### src/rtl/regbank_axil.sv
module regbank_axil #(
  parameter int AW       = 5,
  parameter logic [31:0] ID_VALUE = 32'h6169616D,
  parameter int STAT_W   = 16,
  parameter int EVT_W    = 2,
  parameter int GAIN_W   = 8,
  parameter int GAIN_RST = 16,
  parameter int CMD_W    = 2
) (
  input  logic              clk,
  input  logic              rst_n,
  input  logic [AW-1:0]     s_awaddr,
  input  logic              s_awvalid,
  output logic              s_awready,
  input  logic [31:0]       s_wdata,
  input  logic [3:0]        s_wstrb,
  input  logic              s_wvalid,
  output logic              s_wready,
  output logic [1:0]        s_bresp,
  output logic              s_bvalid,
  input  logic              s_bready,
  input  logic [AW-1:0]     s_araddr,
  input  logic              s_arvalid,
  output logic              s_arready,
  output logic [31:0]       s_rdata,
  output logic [1:0]        s_rresp,
  output logic              s_rvalid,
  input  logic              s_rready,
  input  logic [STAT_W-1:0] status_in,
  input  logic [EVT_W-1:0]  event_in,
  output logic              core_hold,
  output logic [GAIN_W-1:0] gain,
  output logic [CMD_W-1:0]  cmd_pulse,
  output logic              irq
);
  localparam int WA = AW - 2;
  localparam int CTRL_W = GAIN_W + 1;
  localparam logic [WA-1:0] A_ID = WA'(0);
  localparam logic [WA-1:0] A_STAT = WA'(1);
  localparam logic [WA-1:0] A_CTRL = WA'(2);
  localparam logic [WA-1:0] A_EVT = WA'(3);
  localparam logic [WA-1:0] A_CMD = WA'(4);
  localparam logic [CTRL_W-1:0] CTRL_RST = {GAIN_W'(GAIN_RST), 1'b1};

  logic          aw_got, w_got;
  logic [WA-1:0] aw_word;
  logic [31:0]   wdata_q;
  logic [3:0]    wstrb_q;
  logic [CTRL_W-1:0] ctrl_q;
  logic [EVT_W-1:0]  sticky_q;
  logic [31:0]   rd_mux;

  wire [WA-1:0] ar_word = s_araddr[AW-1:2];
  wire aw_hs  = s_awvalid & s_awready;
  wire w_hs   = s_wvalid & s_wready;
  wire ar_hs  = s_arvalid & s_arready;
  wire do_wr  = aw_got & w_got & ~s_bvalid;
  wire rd_evt = ar_hs & (ar_word == A_EVT);
  wire unused_ok = ^{s_awaddr[1:0], s_araddr[1:0], wdata_q, wstrb_q};

  assign s_awready = ~aw_got & ~s_bvalid;
  assign s_wready  = ~w_got & ~s_bvalid;
  assign s_arready = ~s_rvalid;
  assign s_bresp   = 2'b00;
  assign s_rresp   = 2'b00;
  assign core_hold = ctrl_q[0];
  assign gain      = ctrl_q[CTRL_W-1:1];
  assign irq       = |sticky_q;

  always_ff @(posedge clk) begin
    if (!rst_n) begin
      aw_got   <= 1'b0;
      w_got    <= 1'b0;
      aw_word  <= '0;
      wdata_q  <= '0;
      wstrb_q  <= '0;
      s_bvalid <= 1'b0;
    end else begin
      if (aw_hs) begin
        aw_got  <= 1'b1;
        aw_word <= s_awaddr[AW-1:2];
      end
      if (w_hs) begin
        w_got   <= 1'b1;
        wdata_q <= s_wdata;
        wstrb_q <= s_wstrb;
      end
      if (do_wr) begin
        aw_got   <= 1'b0;
        w_got    <= 1'b0;
        s_bvalid <= 1'b1;
      end else if (s_bvalid && s_bready) begin
        s_bvalid <= 1'b0;
      end
    end
  end

  always_ff @(posedge clk) begin
    if (!rst_n) begin
      ctrl_q <= CTRL_RST;
    end else if (do_wr && aw_word == A_CTRL) begin
      for (int i = 0; i < CTRL_W; i++)
        if (wstrb_q[i/8]) ctrl_q[i] <= wdata_q[i];
    end
  end

  always_ff @(posedge clk) begin
    if (!rst_n) cmd_pulse <= '0;
    else        cmd_pulse <= (do_wr && aw_word == A_CMD) ? wdata_q[CMD_W-1:0] : '0;
  end

  always_ff @(posedge clk) begin
    if (!rst_n) sticky_q <= '0;
    else        sticky_q <= (sticky_q & ~{EVT_W{rd_evt}}) | event_in;
  end

  always_comb begin
    case (ar_word)
      A_ID:    rd_mux = ID_VALUE;
      A_STAT:  rd_mux = 32'(status_in);
      A_CTRL:  rd_mux = 32'(ctrl_q);
      A_EVT:   rd_mux = 32'(sticky_q);
      default: rd_mux = 32'h0;
    endcase
  end

  always_ff @(posedge clk) begin
    if (!rst_n) begin
      s_rvalid <= 1'b0;
      s_rdata  <= '0;
    end else if (ar_hs) begin
      s_rvalid <= 1'b1;
      s_rdata  <= rd_mux;
    end else if (s_rready) begin
      s_rvalid <= 1'b0;
    end
  end
endmodule

### config.mk
export PLATFORM = sky130hd
export DESIGN_NAME = regbank_axil
export DESIGN_NICKNAME = d
export VERILOG_FILES = /design/src/rtl/regbank_axil.sv
export SDC_FILE = /design/constraint.sdc
export NUM_CORES = 1
export LEC_CHECK = 0
export BUFFER_PORTS_ARGS = -buffer_cell sky130_fd_sc_hd__buf_2
export CAP_MARGIN = 20
export CORE_MARGIN = 5
export CORE_UTILIZATION = 45
export CTS_BUF_LIST = sky130_fd_sc_hd__clkbuf_4
export DETAILED_ROUTE_END_ITERATION = 8
export GPL_ROUTABILITY_DRIVEN = 0
export PLACE_DENSITY = 0.82
export SLEW_MARGIN = 20
export SYNTH_ARGS = -nofsm -noshare
export SYNTH_HDL_FRONTEND = slang
export SYNTH_SLANG_ARGS = --single-unit
### constraint.sdc
create_clock -name clk -period 2.1 [get_ports clk]
set_input_delay 0 -clock clk [delete_from_list [all_inputs] [get_ports clk]]
set_output_delay 0 -clock clk [all_outputs]
set_load 0.02 [all_outputs]
Word-level counts from Yosys, hierarchy flattened --
Cells that the tools add are included.
Storage, ports and cells: flip-flop bits (word level) 63, latch bits 0, RAM bits 0, memory bits (read-only) 0, input port bits 71, output and inout port bits 53, memories 0
Cells by class: add/subtract/negate cells 0, multipliers 0, divide/modulo/power cells 0, order comparisons 0, equal/unequal tests 5, shift operators 0, multiplexer cells 5, bitwise operators 16, reduce and logical (&&, ||, !) cells 11
Operators with widths (number):
- 31-bit one-hot mux with 4 select lines | 1
- 3-bit by 2-bit equality test with 1-bit output, second input constant | 3
- 1-bit AND | 8
- 2-bit AND reduction | 3
- 1-bit NOT | 5
- 1-bit two-way mux | 4
- 2-bit nonzero test | 2
- 2-bit OR reduction | 2
- 3-bit by 1-bit equality test with 1-bit output, second input constant | 1
- 3-bit equality test, second input constant | 1
- 1-bit logical AND | 3
- 3-bit zero test | 1
- 2-bit AND | 1
- 2-bit NOT | 1
- 2-bit OR | 1

Logic depth before layout (Yosys ltp) --
Gate-level depths: netlist of run 1.
depth after elaboration 6, mapped depth 6, mapped depth without buffers 4

Least setup slack after synthesis of run 1 --
No wires, ideal clock.
kind register to register, start register s_bvalid, end register ctrl_q[2], arrival time 1.232 ns, required time 1.977 ns, slack 0.745 ns, stages on the path, launching flop included 6, clock period less this slack 1.355 ns, path through dfxtp_1 -> and4bb_2 -> nand4b_4 -> buf_2 -> nand3_1 -> o21ai_0
Between the ends: word-level cells in the longest chain between the ends 4
RTL lines:
- start: declaration | line 20 | output logic s_bvalid,
- start signal: assignment | line 77 | s_bvalid <= 1'b0;
- start signal: assignment | line 91 | s_bvalid <= 1'b1;
- start signal: assignment | line 93 | s_bvalid <= 1'b0;
- 1-bit NOT | line 57 | wire do_wr = aw_got & w_got & ~s_bvalid;
- 1-bit AND | line 57
- 1-bit logical AND | line 101 | end else if (do_wr && aw_word == A_CTRL) begin
- 2-bit AND reduction (no source line)
- end signal: indexed assignment | line 103 | if (wstrb_q[i/8]) ctrl_q[i] <= wdata_q[i];
- end: declaration | line 49 | logic [CTRL_W-1:0] ctrl_q;
No other way between the ends. A chain may end at the register's enable or synchronous reset.

Final worst setup path of run 1 --
start register s_bvalid, end register wstrb_q[1]
Between the ends: word-level cells in the longest chain between the ends 3
RTL lines:
- 1-bit NOT | line 62 | assign s_wready = ~w_got & ~s_bvalid;
- 1-bit AND | line 62
- 1-bit AND | line 55 | wire w_hs = s_wvalid & s_wready;
- end signal: assignment | line 86 | wstrb_q <= s_wstrb;
- end: declaration | line 48 | logic [3:0] wstrb_q;
No other way between the ends.

==> run summary, run 1 <==
Status -> finished clean
CTS Sinks -> 48
GR Overflow Total -> 0
RSZ-0062 raised after global routing -> no
Final hold vios -> 0
CTS Root Buffer Type -> clkbuf_4
Xor/xnor share of the synthesized area -> 0
Core Area -> 4690 um^2
Yosys cell types -> 34
Initial antenna violation count -> 0
Largest net degree at the start of global routing -> 35
Worst-path clk slew -> 0.13 ns
WL final -> 5120 um
CTS tree -> done
# diodes -> 0
Via count -> 1843
Setup Total Neg Slack -> 0 ns
Commonest cells after routing, fill and taps aside -> buf_2 (81), dfxtp_1 (48), nor2b_1 (43)
Synth-to-layout area growth -> 29.2%
DIE WIDTH -> 79.3 um
First-pass GRT wire length -> 8200 um
Setup CP Type -> flip-flop to flip-flop
CP Max Fanout -> 11
Violation count after the first detailed-routing iteration -> 50
Finished Layout Cells -> 375
Num CTS Buffers -> 5
IO buf count -> 81
DR pass1 iterations -> 4
Number of instances in the placed design -> 343
Boundary pin count -> 124
Max-cap viol count -> 0
Register area share after synthesis -> 0.445
Via/cell ratio -> 4.91
Drt wl/cell -> 13.7 um
Worst-Margin Slew -> 0.632 ns
Simple-Gate Fraction of Synth Area -> 0.231
Row cnt -> 25
Synth Instances -> 226
CTS Buffer Depth -> 2
Power Density -> 606 nW/um^2
Worst reg-to-reg path cell count -> 4
Multiplexer share of the synthesized area -> 0.0841
Critical Path Sink Type -> flip-flop
WHS Path Cells -> 4
H-tree lvl count -> 2
PnR worst setup slack -> 0.568 ns
GRT Overall Usage -> 0.166
Clock Skew -> 0.00343 ns
Final ANT Viol Nets -> 0
Largest family of logic cells by synthesized area -> simple AND/OR/NAND/NOR gates
Starting density of the core -> 0.460
Fmax -> 653 MHz
Adder-Cell Fraction of Synth Area -> 0
Clock insertion delay at the later pin of the skew report -> 0.36 ns
# Post-CTS Setup Buffers -> 0
Min-delay worst type -> primary input to flip-flop
Synth Area per Inst -> 9.55 um^2
Final min period -> 1.53 ns
DRC -> 0
Die ar. -> 6280 um^2
Synthesized flop and latch total -> 48
Cell Area, Synth -> 2160 um^2
Fraction of layout cells with a size suffix above 1 -> 0.299
Setup WS pre-CTS -> 0.592 ns
Max-slew headroom -> 0.579
Worst path required time -> 2.36 ns
Chip height -> 79.3 um
Layout fillers -> 412
Fin. max-slew vios -> 0
Synth Warn # -> 0
Compound-Gate Fraction of Synth Area -> 0.129
Data arrival, critical path -> 1.80 ns
Most common cell after layout, fill and taps aside -> buf_2
HPWL Detailed -> 3440 um
Vias in the first global route -> 1732
Final period util -> 0.729
Final setup viols -> 0
VDD IR max -> 0.548 mV
Lkg Pwr -> 1.32 nW
Startpoint types -> flip-flop
Final nets -> 392
-- path summary, 6_finish.rpt --
path,slack [ns],endpoint,from
worst max-delay path,0.57,wstrb_q[1]$_SDFFE_PN0P_,s_bvalid$_SDFFE_PN0P_
worst min-delay path,0.02,s_rdata[7]$_SDFFE_PN0P_,status_in[7]
worst max register to register,0.57,wstrb_q[1]$_SDFFE_PN0P_,s_bvalid$_SDFFE_PN0P_
worst min register to register,0.47,ctrl_q[8]$_SDFFE_PN0P_,wdata_q[8]$_SDFFE_PN0P_
-- sequential cells by signal, summed over array words and instances (netlist names), 2 cells and up --
register and count:
wdata_q 9, aw_word 3, sticky_q 2, wstrb_q 2, s_rdata 17, ctrl_q 9
cmd_pulse 2
-- timing repair --
| item | CTS | global route |
|---|---|---|
| endpoints found under the hold margin | 24 | 0 |
| hold buffers | 25 | 0 |
| resized for setup | 0 | 0 |
-- area by class of cell --
| cell class | count | area (um^2) | share of cell area |
|---|---|---|---|
| Tap cell | 54 | 67.6 | 0.0242 |
| Clock buffer | 5 | 37.5 | 0.0135 |
| Inverter | 8 | 30.0 | 0.0108 |
| Clock inverter | 2 | 12.5 | 0.00449 |
| Sequential cell | 48 | 961 | 0.345 |
| Multi-Input combinational cell | 150 | 1010 | 0.362 |
| Timing Repair Buffer | 108 | 671 | 0.241 |
-- cells by family (layout without fill, tap and decap cells) --
kind of cell / count (synthesis) / after routing
AOI/OAI and AO/OA: 40 / 40
buffers and inverters: 40 / 123
DFF: 48 / 48
muxes: 18 / 18
other: 1 / 13
and+or+nand+nor: 79 / 79
-- report_power, final --
group / total [mW] / internal (mW) / switching [mW]
combinational: 0.304 / 0.145 / 0.159
sequential: 0.973 / 0.947 / 0.0258
clock: 0.412 / 0.123 / 0.289
total: 1.69 / 1.21 / 0.473
-- metrics by stage --
step	util	total power [mW]	cell area, um^2	hold WS [ns]
finish	0.594	1.69	2790	0.0194
global route	0.594	1.79	2790	0.0234
CTS	0.594	1.71	2790	0.00351
detailed placement	0.530	1.26	2490	0.238
global placement	0.530	1.25	2490	0.232
floorplan	-	1.20	2200	0.138
-- worst max-delay path, cell delays in order (launching register included) --
cell     delay, ns
dfxtp_1       0.39
nor2b_1       0.16
and2b_1       0.55
mux2i_1       0.26
nor2b_1       0.07
-- cell usage after synthesis, drive strengths merged --
cell	n	area, um^2
and4b	1	10.0
a2111oi	2	17.5
mux2i	17	170
o21ai	7	35.0
and2b	1	7.51
a22oi	13	97.6
and4bb	1	12.5
clkbuf	7	26.3
nor2	3	13.8
nand4b	2	32.5
nand3	7	35.0
dfxtp	48	961
a21oi	5	25.0
a21boi	1	7.51
or2	1	6.26
nor4b	1	15.0
and2	2	12.5
buf	25	178
nor4	1	6.26
inv	8	30.0
nand2	11	41.3
nand4bb	1	11.3
o211a	3	30.0
o22ai	5	31.3
mux2	1	11.3
conb	1	3.75
a32oi	1	8.76
a22o	3	26.3
nor2b	43	269
nand3b	1	7.51
nand2b	3	18.8
-- metal layers --
layer / vias to the layer above / GRT usage / routed length (um)
li1: 933 / - / -
met1: 834 / 0.196 / 2150
met2: 66 / 0.288 / 2570
met3: 10 / 0.0465 / 314
met4: 0 / 0.0550 / 80
met5: - / 0 / 0
(Power assumes the default switching activity.)
==> run 2: changes to the inputs <==
CORE_UTILIZATION = 41   (was 45)
PLACE_DENSITY = 0.79   (was 0.82)
clock period = 1.4 ns   (was 2.1 ns; I/O delays follow)
==> run 2 against run 1 <==
Effect of this change:
- clock power grew to 2.8 times the previous value
- worst setup slack lost 0.52 ns
- sequential power grew 50%
- utilization shrank 0.47 points
- final area grew 8.0%
- sequential cell count is the same
- worst hold slack lost 0.0015 ns
- first-iteration DRC count grew 26%
==> run summary, run 2 (synthesis results as in run 1) <==
Status -> finished clean
Final setup viols -> 0
Final nets -> 403
Row cnt -> 26
PnR worst setup slack -> 0.0469 ns
Synth-to-layout area growth -> 39.5%
Final period util -> 0.966
Commonest cells after routing, fill and taps aside -> buf_2 (81), dfxtp_1 (48), nor2b_1 (42)
Fin. max-slew vios -> 0
RR Startpoint -> w_got$_SDFFE_PP0P_
Num CTS Buffers -> 5
Boundary pin count -> 124
CTS tree -> done
Largest register by flop count -> s_rdata
First-pass GRT wire length -> 8380 um
WL final -> 5310 um
IO buf count -> 81
Worst path required time -> 1.71 ns
Min-delay worst type -> primary input to flip-flop
Max-cap viol count -> 0
Violation count after the first detailed-routing iteration -> 63
RSZ-0062 raised after global routing -> yes
Chip height -> 82.6 um
# diodes -> 0
CTS Sinks -> 48
GRT Overall Usage -> 0.158
Final min period -> 1.35 ns
Drt wl/cell -> 13.2 um
Final hold vios -> 0
Die ar. -> 6820 um^2
Slowest stage delay, CP -> 0.55 ns
CP max-delay cell -> dlygate4sd3_1
DIE WIDTH -> 82.6 um
Power Density -> 1040 nW/um^2
Setup WS pre-CTS -> 0.0322 ns
Vias in the first global route -> 1848
Via count -> 1880
HPWL Detailed -> 3650 um
DRC -> 0
Max reg flops -> 17
Initial antenna violation count -> 0
Core Area -> 5110 um^2
DR pass1 iterations -> 5
Cell Chain, Critical Path -> buf_4 > nand3b_1 > a21boi_1 > dlygate4sd3_1
Clock insertion delay at the later pin of the skew report -> 0.35 ns
Biggest regs -> s_rdata x17, ctrl_q x9, wdata_q x9
Crit path from -> w_got$_SDFFE_PP0P_
Worst-path clk slew -> 0.13 ns
Final core occ -> 0.589
CTS Root Buffer Type -> clkbuf_4
Fmax -> 739 MHz
Most common cell after layout, fill and taps aside -> buf_2
Data arrival, critical path -> 1.66 ns
VDD IR max -> 0.593 mV
Fraction of layout cells with a size suffix above 1 -> 0.330
Overall power -> 3.14 mW
Largest net degree at the start of global routing -> 30
Setup CP Type -> flip-flop to flip-flop
GR Overflow Total -> 0
Clock Skew -> 0.00533 ns
Hold path start -> s_wvalid
CTS Buffer Depth -> 2
Lkg Pwr -> 1.44 nW
Via/cell ratio -> 4.67
Final ANT Viol Nets -> 0
Startpoint types -> flip-flop
CP Max Fanout -> 4
Starting density of the core -> 0.423
H-tree lvl count -> 2
Critical Path Sink Type -> flip-flop
run 2: final timing paths:
path	to	slack, ns	depth (start not counted)
min reg2reg	ctrl_q[6]$_SDFFE_PN0P_	0.47	2
max reg2reg	s_bvalid$_SDFFE_PN0P_	0.05	4
min	w_got$_SDFFE_PP0P_	0.02	3
max	s_bvalid$_SDFFE_PN0P_	0.05	4
run 2: timing repair:
| item | CTS | global route |
|---|---|---|
| gates cloned | 0 | 1 |
| hold buffers | 26 | 0 |
| hold endpoints to repair | 25 | 0 |
| resized for setup | 1 | 6 |
| endpoints found under the setup margin | 1 | 23 |
| pin swaps | 0 | 2 |
| setup buffers | 0 | 0 |
run 2: metrics by stage:
| step | cell area (um^2) | std cells | hold WS, ns | setup TNS (ns) |
|---|---|---|---|---|
| 6_report | 3010 | 403 | 0.0180 | 0 |
| 3_3_place_gp | 2590 | 368 | 0.232 | 0 |
| 3_5_place_dp | 2590 | 368 | 0.251 | 0 |
| 5_1_grt | 3010 | 403 | 0.0170 | -0.0382 |
| 2_1_floorplan | 2200 | 238 | 0.138 | 0 |
| 4_1_cts | 2980 | 402 | 0.00356 | 0 |
run 2: layout make-up:
cell class | instances | area, um^2
clock buffers | 5 | 37.5
clock inverters | 3 | 90.1
fillers | 459 | 2100
inverters | 8 | 30.0
multi-input cells | 151 | 1040
flip-flops and latches | 48 | 961
well taps | 70 | 87.6
repair buffers | 118 | 761
run 2: worst max-delay path, delay by kind of cell, from the launching register on:
family                 cells  cell delay (ns)
AO/OA/AOI/OAI              1             0.15
flip-flops                 1             0.36
AND/OR/NAND/NOR            1             0.13
buffers and inverters      2             0.67
run 2: report_power, final:
part | switching (mW) | internal [mW] | leakage, nW
Combinational | 0.253 | 0.251 | 0.980
Sequential | 0.0370 | 1.42 | 0.391
Clock | 0.438 | 0.736 | 0.0654
run 2: routing by layer:
metal,vias up,part of all wire,global-route usage
li1,959,-,-
met3,6,0.074,0.0401
met2,63,0.51,0.280
met5,-,0,0
met1,852,0.41,0.187
met4,0,0.010,0.0490
